[config.mk]
export PLATFORM = sky130hd
export DESIGN_NAME = tmr_xint_ctl
export DESIGN_NICKNAME = d
export VERILOG_FILES = /design/src/rtl/tmr_xint_pkg.sv /design/src/rtl/sfr_wr_decode.sv /design/src/rtl/pin_fall_fsm.sv /design/src/rtl/req_flag_fsm.sv /design/src/rtl/tmr_xint_ctl.sv
export SDC_FILE = /design/constraint.sdc
export NUM_CORES = 1
export LEC_CHECK = 0
export BUFFER_PORTS_ARGS = -buffer_cell sky130_fd_sc_hd__buf_2
export CORE_MARGIN = 4
export CORE_UTILIZATION = 43
export DETAILED_ROUTE_END_ITERATION = 12
export HOLD_SLACK_MARGIN = 0.06
export PLACE_DENSITY = 0.78
export SKIP_LAST_GASP = 1
export SLEW_MARGIN = 20
export SYNTH_ARGS = -nofsm -noshare
export SYNTH_HDL_FRONTEND = slang
export SYNTH_SLANG_ARGS = --single-unit
[constraint.sdc]
create_clock -name clk -period 3.32 [get_ports clk]
set_clock_uncertainty 0.2 [all_clocks]
set_input_delay 0.996 -clock clk [delete_from_list [all_inputs] [get_ports clk]]
set_output_delay 0.996 -clock clk [all_outputs]
set_load 0.01 [all_outputs]
[src/rtl/tmr_xint_pkg.sv]
package tmr_xint_pkg;

    localparam int NCH = 2;
    localparam int REG_W = 8;

    typedef enum logic {
        SEEN_HIGH = 1'b0,
        SEEN_LOW  = 1'b1
    } pin_state_e;

    typedef enum logic {
        FLG_CLEAR   = 1'b0,
        FLG_PENDING = 1'b1
    } flag_state_e;

    function automatic int unsigned ovf_pos(input int unsigned c);
        return 5 + 2 * c;
    endfunction

    function automatic int unsigned run_pos(input int unsigned c);
        return 4 + 2 * c;
    endfunction

    function automatic int unsigned xreq_pos(input int unsigned c);
        return 1 + 2 * c;
    endfunction

    function automatic int unsigned xmode_pos(input int unsigned c);
        return 2 * c;
    endfunction

endpackage

[src/rtl/sfr_wr_decode.sv]
module sfr_wr_decode #(
    parameter logic [7:0] BASE  = 8'h88,
    parameter int         REG_W = 8
) (
    input  logic [7:0]       addr,
    input  logic [7:0]       wdata,
    input  logic             wr_byte,
    input  logic             wr_bit,
    output logic [REG_W-1:0] bit_we,
    output logic [REG_W-1:0] bit_wv
);
    localparam int SEL_W = $clog2(REG_W);

    logic byte_hit;
    logic bit_hit;

    assign byte_hit = wr_byte && (addr == BASE);
    assign bit_hit  = wr_bit && (addr[7:SEL_W] == BASE[7:SEL_W]);

    always_comb begin
        bit_we = '0;
        bit_wv = '0;
        if (byte_hit) begin
            bit_we = '1;
            bit_wv = wdata[REG_W-1:0];
        end else if (bit_hit) begin
            bit_we[addr[SEL_W-1:0]] = 1'b1;
            bit_wv = {REG_W{wdata[0]}};
        end
    end
endmodule

[src/rtl/pin_fall_fsm.sv]
module pin_fall_fsm
    import tmr_xint_pkg::*;
(
    input  logic clk,
    input  logic rst_n,
    input  logic pin_n,
    output logic seen_hi,
    output logic fall
);
    pin_state_e state_q;
    pin_state_e state_d;

    always_ff @(posedge clk) begin
        if (!rst_n) state_q <= SEEN_HIGH;
        else        state_q <= state_d;
    end

    always_comb begin
        state_d = state_q;
        unique case (state_q)
            SEEN_HIGH: if (!pin_n) state_d = SEEN_LOW;   // t_fall
            SEEN_LOW:  if (pin_n)  state_d = SEEN_HIGH;  // t_rise
            default:   state_d = SEEN_HIGH;
        endcase
    end

    always_comb begin
        seen_hi = (state_q == SEEN_HIGH);
        fall    = (state_q == SEEN_HIGH) && !pin_n;
    end
endmodule

[src/rtl/req_flag_fsm.sv]
module req_flag_fsm
    import tmr_xint_pkg::*;
(
    input  logic clk,
    input  logic rst_n,
    input  logic hw_set,
    input  logic hw_clr,
    input  logic sw_we,
    input  logic sw_val,
    input  logic follow_en,
    input  logic follow_val,
    output logic flag
);
    flag_state_e state_q;
    flag_state_e state_d;

    always_ff @(posedge clk) begin
        if (!rst_n) state_q <= FLG_CLEAR;
        else        state_q <= state_d;
    end

    always_comb begin
        state_d = state_q;
        if (follow_en) begin
            state_d = follow_val ? FLG_PENDING : FLG_CLEAR;        // t_follow
        end else begin
            unique case (state_q)
                FLG_CLEAR: begin
                    if (hw_set)                  state_d = FLG_PENDING; // t_set
                    else if (hw_clr)             state_d = FLG_CLEAR;
                    else if (sw_we && sw_val)    state_d = FLG_PENDING; // t_swr
                end
                FLG_PENDING: begin
                    if (hw_set)                  state_d = FLG_PENDING;
                    else if (hw_clr)             state_d = FLG_CLEAR;   // t_ack
                    else if (sw_we && !sw_val)   state_d = FLG_CLEAR;   // t_swr
                end
                default: state_d = FLG_CLEAR;
            endcase
        end
    end

    always_comb begin
        flag = (state_q == FLG_PENDING);
    end
endmodule

[src/rtl/tmr_xint_ctl.sv]
module tmr_xint_ctl
    import tmr_xint_pkg::*;
#(
    parameter logic [7:0] SFR_ADDR = 8'h88
) (
    input  logic       clk,
    input  logic       rst_n,
    input  logic [7:0] sfr_addr,
    input  logic [7:0] sfr_wdata,
    input  logic       sfr_wr_byte,
    input  logic       sfr_wr_bit,
    output logic [7:0] sfr_rdata,
    input  logic [1:0] tmr_ovf,
    input  logic [1:0] xpin_n,
    input  logic [1:0] ack_tmr,
    input  logic [1:0] ack_xint,
    output logic [1:0] run_en,
    output logic [1:0] tmr_irq,
    output logic [1:0] xint_irq
);
    logic [REG_W-1:0] bit_we;
    logic [REG_W-1:0] bit_wv;
    logic [NCH-1:0]   run_q;
    logic [NCH-1:0]   mode_q;
    logic [NCH-1:0]   seen_hi;
    logic [NCH-1:0]   fall;
    logic [REG_W-1:0] reg_view;

    sfr_wr_decode #(.BASE(SFR_ADDR), .REG_W(REG_W)) u_dec (
        .addr    (sfr_addr),
        .wdata   (sfr_wdata),
        .wr_byte (sfr_wr_byte),
        .wr_bit  (sfr_wr_bit),
        .bit_we  (bit_we),
        .bit_wv  (bit_wv)
    );

    for (genvar c = 0; c < NCH; c++) begin : g_ch
        localparam int unsigned P_OVF  = ovf_pos(c);
        localparam int unsigned P_RUN  = run_pos(c);
        localparam int unsigned P_XREQ = xreq_pos(c);
        localparam int unsigned P_MODE = xmode_pos(c);

        always_ff @(posedge clk) begin
            if (!rst_n) begin
                run_q[c]  <= 1'b0;
                mode_q[c] <= 1'b0;
            end else begin
                if (bit_we[P_RUN])  run_q[c]  <= bit_wv[P_RUN];
                if (bit_we[P_MODE]) mode_q[c] <= bit_wv[P_MODE];
            end
        end

        pin_fall_fsm u_pin (
            .clk     (clk),
            .rst_n   (rst_n),
            .pin_n   (xpin_n[c]),
            .seen_hi (seen_hi[c]),
            .fall    (fall[c])
        );

        req_flag_fsm u_tflag (
            .clk        (clk),
            .rst_n      (rst_n),
            .hw_set     (tmr_ovf[c]),
            .hw_clr     (ack_tmr[c]),
            .sw_we      (bit_we[P_OVF]),
            .sw_val     (bit_wv[P_OVF]),
            .follow_en  (1'b0),
            .follow_val (1'b0),
            .flag       (tmr_irq[c])
        );

        req_flag_fsm u_xflag (
            .clk        (clk),
            .rst_n      (rst_n),
            .hw_set     (mode_q[c] && fall[c]),
            .hw_clr     (mode_q[c] && ack_xint[c]),
            .sw_we      (bit_we[P_XREQ]),
            .sw_val     (bit_wv[P_XREQ]),
            .follow_en  (!mode_q[c]),
            .follow_val (!xpin_n[c]),
            .flag       (xint_irq[c])
        );

        always_comb begin
            reg_view[P_OVF]  = tmr_irq[c];
            reg_view[P_RUN]  = run_q[c];
            reg_view[P_XREQ] = xint_irq[c];
            reg_view[P_MODE] = mode_q[c];
        end
    end

    assign run_en    = run_q;
    assign sfr_rdata = (sfr_addr == SFR_ADDR) ? reg_view : 8'h00;
endmodule

[Word-level counts from Yosys, hierarchy flattened]
Index checks and enable logic that the tools add are counted.
Operators by class
  order comparisons: 2
  equality and inequality tests: 2
  mux-type cells: 39
  bitwise logic cells: 6
  reductions and logical operators: 23
Operators by type and width (count)
  $mux 8: 5
  $mux 1: 29
  $logic_and 1x1->1: 17
  $eq 8x8->1 const B: 1
  $pmux 1 s2: 4
  $logic_not 1->1: 6
  $not 1->1: 6
  $eq 5x5->1 const B: 1
  $lt 3x4->1 const B: 1
  $demux 1 s3: 1
  $ge 3x1->1 const B: 1
Word-level totals
  register bits: 10
  input port bits: 28
  output and inout port bits: 14
  word-level logic and storage cells: 82

[Logic depth before layout (Yosys ltp)]
  word-level depth: 12
  depth in mapped cells: 6
  mapped depth without buffers: 4

[Modules after synthesis]
From an unflattened synthesis, not the netlist that was laid out.
Unflattened totals
  cells, all modules: 110
  area total of the unflattened synthesis: 833.3 µm²
By module, submodules not included
  tmr_xint_ctl: instances 1, cells an instance 39, area an instance 329.1 µm²
  sfr_wr_decode: instances 1, cells an instance 43, area an instance 236.5 µm²
  req_flag_fsm: instances 4, cells an instance 5, area an instance 50.0 µm²
  pin_fall_fsm: instances 2, cells an instance 4, area an instance 33.8 µm²

[Least setup slack after synthesis]
No wires, ideal clock.
  path kind: input to output
  start point: input port sfr_addr[4]
  end point: output port sfr_rdata[0]
  data arrival time: 2.018 ns
  path slack: 0.106 ns
  cell stages on the path: 4
  path buffers: 1
  cell sequence: nor4b_2 and4b_2 buf_2 and2_1
Between the ends
  longest elaborated chain between the ends: 2
RTL lines
  start: declaration: line tmr_xint_ctl.sv:8  | input logic [7:0] sfr_addr,
  $eq 8x8->1: line tmr_xint_ctl.sv:95  | assign sfr_rdata = (sfr_addr == SFR_ADDR) ? reg_view : 8'h00;
  $mux 8: line tmr_xint_ctl.sv:95
  end: declaration: line tmr_xint_ctl.sv:12  | output logic [7:0] sfr_rdata,
Every way passes these cells.

[Worst setup path in the final report]
  start point: input port sfr_addr[4]
  end point: output port sfr_rdata[1]
The elaborated chain is that of the path after synthesis.

==> flow_summary.html <==
<table>
<tr><th>Metric</th><th>Value</th></tr>
<tr><th colspan="2">Yosys</th></tr>
<tr><td>Top-area cell type share of the netlist area</td><td>26.1%</td></tr>
<tr><td>Cell types occupying the most area after synthesis</td><td>sky130_fd_sc_hd__dfxtp_1 26%, sky130_fd_sc_hd__and2_1 7.3%, sky130_fd_sc_hd__o21ai_0 5.2%</td></tr>
<tr><td>Number of flops mapped to enable cells by yosys</td><td>0</td></tr>
<tr><td>Post-synthesis share of cell area spent on xor and xnor gates</td><td>0%</td></tr>
<tr><td>Compound-gate portion of the synthesized area</td><td>23.3%</td></tr>
<tr><td>Synth Area per Inst</td><td>7.76 sq um</td></tr>
<tr><td>Synth Flop Type</td><td>sky130_fd_sc_hd__dfxtp_1</td></tr>
<tr><td>Warnings from Yosys</td><td>0</td></tr>
<tr><td>Share of cell area taken by muxes after synthesis</td><td>2.61%</td></tr>
<tr><td>Cell type contributing the most total cell area after synthesis</td><td>sky130_fd_sc_hd__dfxtp_1</td></tr>
<tr><td>Synthesized netlist cell count</td><td>99</td></tr>
<tr><td>Post-Synth Simple-Gate Area</td><td>37.6%</td></tr>
<tr><td>Post-Syn Area</td><td>768 sq um</td></tr>
<tr><td>Flop and latch count out of synthesis</td><td>10</td></tr>
<tr><td>Fraction of the mapped netlist area in adder cells</td><td>0%</td></tr>
<tr><td>Syn Nets</td><td>127</td></tr>
<tr><td>Fraction of registers with async set/reset</td><td>0%</td></tr>
<tr><td>Seq/Total Area, Yosys</td><td>26.1%</td></tr>
<tr><td>Largest family of logic cells by synthesized area</td><td>simple AND/OR/NAND/NOR gates</td></tr>
<tr><td>Yosys cell types</td><td>36</td></tr>
<tr><th colspan="2">Place</th></tr>
<tr><td>Placer congestion estimate</td><td>0.805</td></tr>
<tr><td>Post-placement worst setup slack</td><td>0.0843 ns</td></tr>
<tr><td>Placed Instance Area</td><td>973 sq um</td></tr>
<tr><td>Inst Count DP</td><td>159</td></tr>
<tr><td>Number of port buffers</td><td>41</td></tr>
<tr><td>Placed wire-length estimate</td><td>1570 um</td></tr>
<tr><th colspan="2">Die</th></tr>
<tr><td>Number of cell rows</td><td>15</td></tr>
<tr><td>Width of the die</td><td>50.3 um</td></tr>
<tr><td>Area inside the core boundary</td><td>0.00171 sq mm</td></tr>
<tr><td>Effective utilization at floorplan</td><td>45.0%</td></tr>
<tr><td>IO Pins</td><td>42</td></tr>
<tr><td>Die area</td><td>0.00253 sq mm</td></tr>
<tr><td>Die outline height</td><td>50.3 um</td></tr>
<tr><th colspan="2">Drt</th></tr>
<tr><td>Total detailed-routing wirelength</td><td>1990 um</td></tr>
<tr><td>DRT antenna net count</td><td>0</td></tr>
<tr><td>Routed len/inst</td><td>12.2 um</td></tr>
<tr><td>Number of DRC violations after detailed-routing iteration 0</td><td>22</td></tr>
<tr><td>DRC violations left</td><td>0</td></tr>
<tr><td>Total number of vias</td><td>890</td></tr>
<tr><td>TritonRoute pass-1 iters</td><td>4</td></tr>
<tr><td>Via-per-instance ratio</td><td>5.46</td></tr>
<tr><th colspan="2">Critical path</th></tr>
<tr><td>Standard cell with the maximum stage delay on the critical path</td><td>sky130_fd_sc_hd__and4b_2</td></tr>
<tr><td>Critical path peak fanout</td><td>9</td></tr>
<tr><td>Crit path kind</td><td>in2out</td></tr>
<tr><td>Data arrival, critical path</td><td>2.03 ns</td></tr>
<tr><td>Cells along the critical path</td><td>buf_2 -&gt; nor4b_2 -&gt; and4b_2 -&gt; and2_1 -&gt; buf_2</td></tr>
<tr><td>Required time reported for the critical path endpoint</td><td>2.12 ns</td></tr>
<tr><td>Most numerous cell on the critical path</td><td>sky130_fd_sc_hd__buf_2</td></tr>
<tr><td>Delay contributed by the slowest stage of the critical path</td><td>0.37 ns</td></tr>
<tr><td>Crit end category</td><td>output pin</td></tr>
<tr><td>Type of element launching the critical path</td><td>input port</td></tr>
<tr><th colspan="2">CTS</th></tr>
<tr><td>Post-cts hold buffer count</td><td>0</td></tr>
<tr><td>Clock slew seen by the registers of the worst setup and hold paths</td><td>0.07 ns</td></tr>
<tr><td>Number of buffers added by the clock tree synthesis step</td><td>3</td></tr>
<tr><td>Cell at the root of the clock tree</td><td>sky130_fd_sc_hd__clkbuf_4</td></tr>
<tr><td>Post-cts repair resize count</td><td>0</td></tr>
<tr><td>H-tree levels</td><td>1</td></tr>
<tr><td>Clock tree from TritonCTS</td><td>built</td></tr>
<tr><td>Sink Count</td><td>10</td></tr>
<tr><td>Clk_lat worst skew</td><td>0.26 ns</td></tr>
<tr><td>Post-CTS setup-driven buffer insertion count</td><td>0</td></tr>
<tr><td>Max Root-Sink Buffers</td><td>2</td></tr>
<tr><th colspan="2">Layout</th></tr>
<tr><td>Reg area</td><td>200 sq um</td></tr>
<tr><td>Fin cells</td><td>163</td></tr>
<tr><td>Diode insertion count for antenna repair</td><td>0</td></tr>
<tr><td>Multi-input logic area</td><td>488 sq um</td></tr>
<tr><td>FILL cells</td><td>169</td></tr>
<tr><td>Area growth from synthesis to final layout</td><td>31.4%</td></tr>
<tr><td>Net total in the final layout</td><td>167</td></tr>
<tr><td>Total non-filler cell area in the finished layout</td><td>0.00101 sq mm</td></tr>
<tr><td>Fraction of final layout cells sized beyond drive strength 1</td><td>39.1%</td></tr>
<tr><th colspan="2">Power and ir drop</th></tr>
<tr><td>Power Density</td><td>294 mW/mm^2</td></tr>
<tr><td>LEAKAGE</td><td>0.495 nW</td></tr>
<tr><td>Max rail drop VDD</td><td>172 uV</td></tr>
<tr><th colspan="2">Timing</th></tr>
<tr><td>Final worst path period need</td><td>3.22 ns</td></tr>
<tr><td>Final setup violation count</td><td>0</td></tr>
<tr><td>Setup repair after global routing missed its margin</td><td>false</td></tr>
<tr><td>Post-route setup TNS</td><td>0 ns</td></tr>
<tr><td>FMAX</td><td>0.310 GHz</td></tr>
<tr><td>Count of final hold-check violations</td><td>0</td></tr>
<tr><td>Max Transition Viols Final</td><td>0</td></tr>
<tr><td>Final period util</td><td>97.1%</td></tr>
<tr><td>Least-Margin Pin Slew</td><td>0.405 ns</td></tr>
<tr><td>Relative max-transition margin</td><td>72.3%</td></tr>
<tr><td>Final Worst Setup Slack</td><td>0.0954 ns</td></tr>
<tr><th colspan="2">Job</th></tr>
<tr><td>Max-cap violation count</td><td>0</td></tr>
<tr><th colspan="2">Global routing</th></tr>
<tr><td>Global route overflow</td><td>0</td></tr>
<tr><td>Initial antenna violation count</td><td>0</td></tr>
<tr><td>Vias in the first global route</td><td>779</td></tr>
<tr><td>Wire length of the first global-routing pass</td><td>3230 um</td></tr>
<tr><td>Maximum number of pins on one net before global-route repair</td><td>14</td></tr>
<tr><td>Gr usage total</td><td>16.2%</td></tr>
<tr><th colspan="2">Worst hold path</th></tr>
<tr><td>Class of the most critical hold timing path</td><td>reg2reg</td></tr>
<tr><th colspan="2">Run status</th></tr>
<tr><td>Outcome</td><td>complete, no violations</td></tr>
</table>
## registers in the layout, summed over array words and instances (netlist names)
| signal | flops |
|---|---|
| g_ch.u_pin.state_q | 2 |
| g_ch.u_tflag.flag | 2 |
| g_ch.u_xflag.flag | 2 |
| mode_q | 2 |
| run_en | 2 |
## Yosys cell counts (all sizes together), types with 3 or more instances
master	count
dfxtp	10
and2	9
nor2	8
o21ai	8
nand2	7
buf	6
nand3	6
inv	5
a21oi	4
a31oi	4
clkbuf	4
nand2b	3
## where the power goes
group | switching, mW | internal, mW | total [mW] | leakage (nW)
clock | 0.0469 | 0.0666 | 0.113 | 0.0210
sequential | 0.00211 | 0.124 | 0.127 | 0.0822
combinational | 0.0292 | 0.0278 | 0.0569 | 0.392
total | 0.0782 | 0.219 | 0.297 | 0.495
## cells in the final DEF, fill, tap and decap left out, types with 3 or more instances in the layout
cell type / count
sky130_fd_sc_hd__nand2_1: 7
sky130_fd_sc_hd__and2_1: 9
sky130_fd_sc_hd__inv_1: 5
sky130_fd_sc_hd__buf_4: 4
sky130_fd_sc_hd__a31oi_1: 4
sky130_fd_sc_hd__o21ai_0: 8
sky130_fd_sc_hd__buf_2: 41
sky130_fd_sc_hd__clkbuf_4: 3
sky130_fd_sc_hd__nor2_1: 8
sky130_fd_sc_hd__nand3_1: 6
sky130_fd_sc_hd__a21oi_1: 4
sky130_fd_sc_hd__dfxtp_1: 10
sky130_fd_sc_hd__nand2b_1: 3
## critical path, delay by kind of cell
family	cells	cell delay [ns]
simple gates	3	0.80
buf+inv	2	0.23
## metrics by stage
step / total power, mW / hold WS, ns / util (%)
final: 0.297 / 0.294 / 59.1
after global routing: 0.310 / 0.331 / 59.1
after CTS: 0.298 / 0.296 / 59.1
after detailed placement: 0.186 / 0.286 / 57.0
after global placement: 0.185 / 0.279 / 57.0
after floorplan: 0.162 / 0.260 / -
## cell families after synthesis
family	after synthesis
buffers and inverters	15
and+or+nand+nor	46
DFF	10
AOI/OAI and AO/OA	26
muxes	2
## layer usage
metal / GRT usage [%] / vias to the layer above / share of wire (%) / wire length (um)
met1: 20.3 / 409 / 42 / 838
met4: 11.5 / 0 / 2.6 / 52
met3: 2.08 / 6 / 6.5 / 129
met2: 25.2 / 31 / 49 / 966
li1: - / 444 / - / -
met5: 0 / - / 0 / 0
## area by class of cell
class | instances | share of cell area, %
clock buffer | 4 | 3.59
tap | 25 | 3.10
inverter | 5 | 1.86
timing repair buffer | 45 | 23.3
multi-input combinational | 74 | 48.3
sequential | 10 | 19.8
## final timing paths
check / start / endpoint / slack, ns / depth (start not counted)
hold / removal: mode_q[0] / mode_q[0] / 0.29 / 2
hold reg to reg: mode_q[0] / mode_q[0] / 0.29 / 2
setup / recovery: sfr_addr[4] / sfr_rdata[1] / 0.1 / 5
setup reg to reg: mode_q[0] / g_ch[0].u_xflag.flag / 1.99 / 3
(Power assumes the default switching activity.)
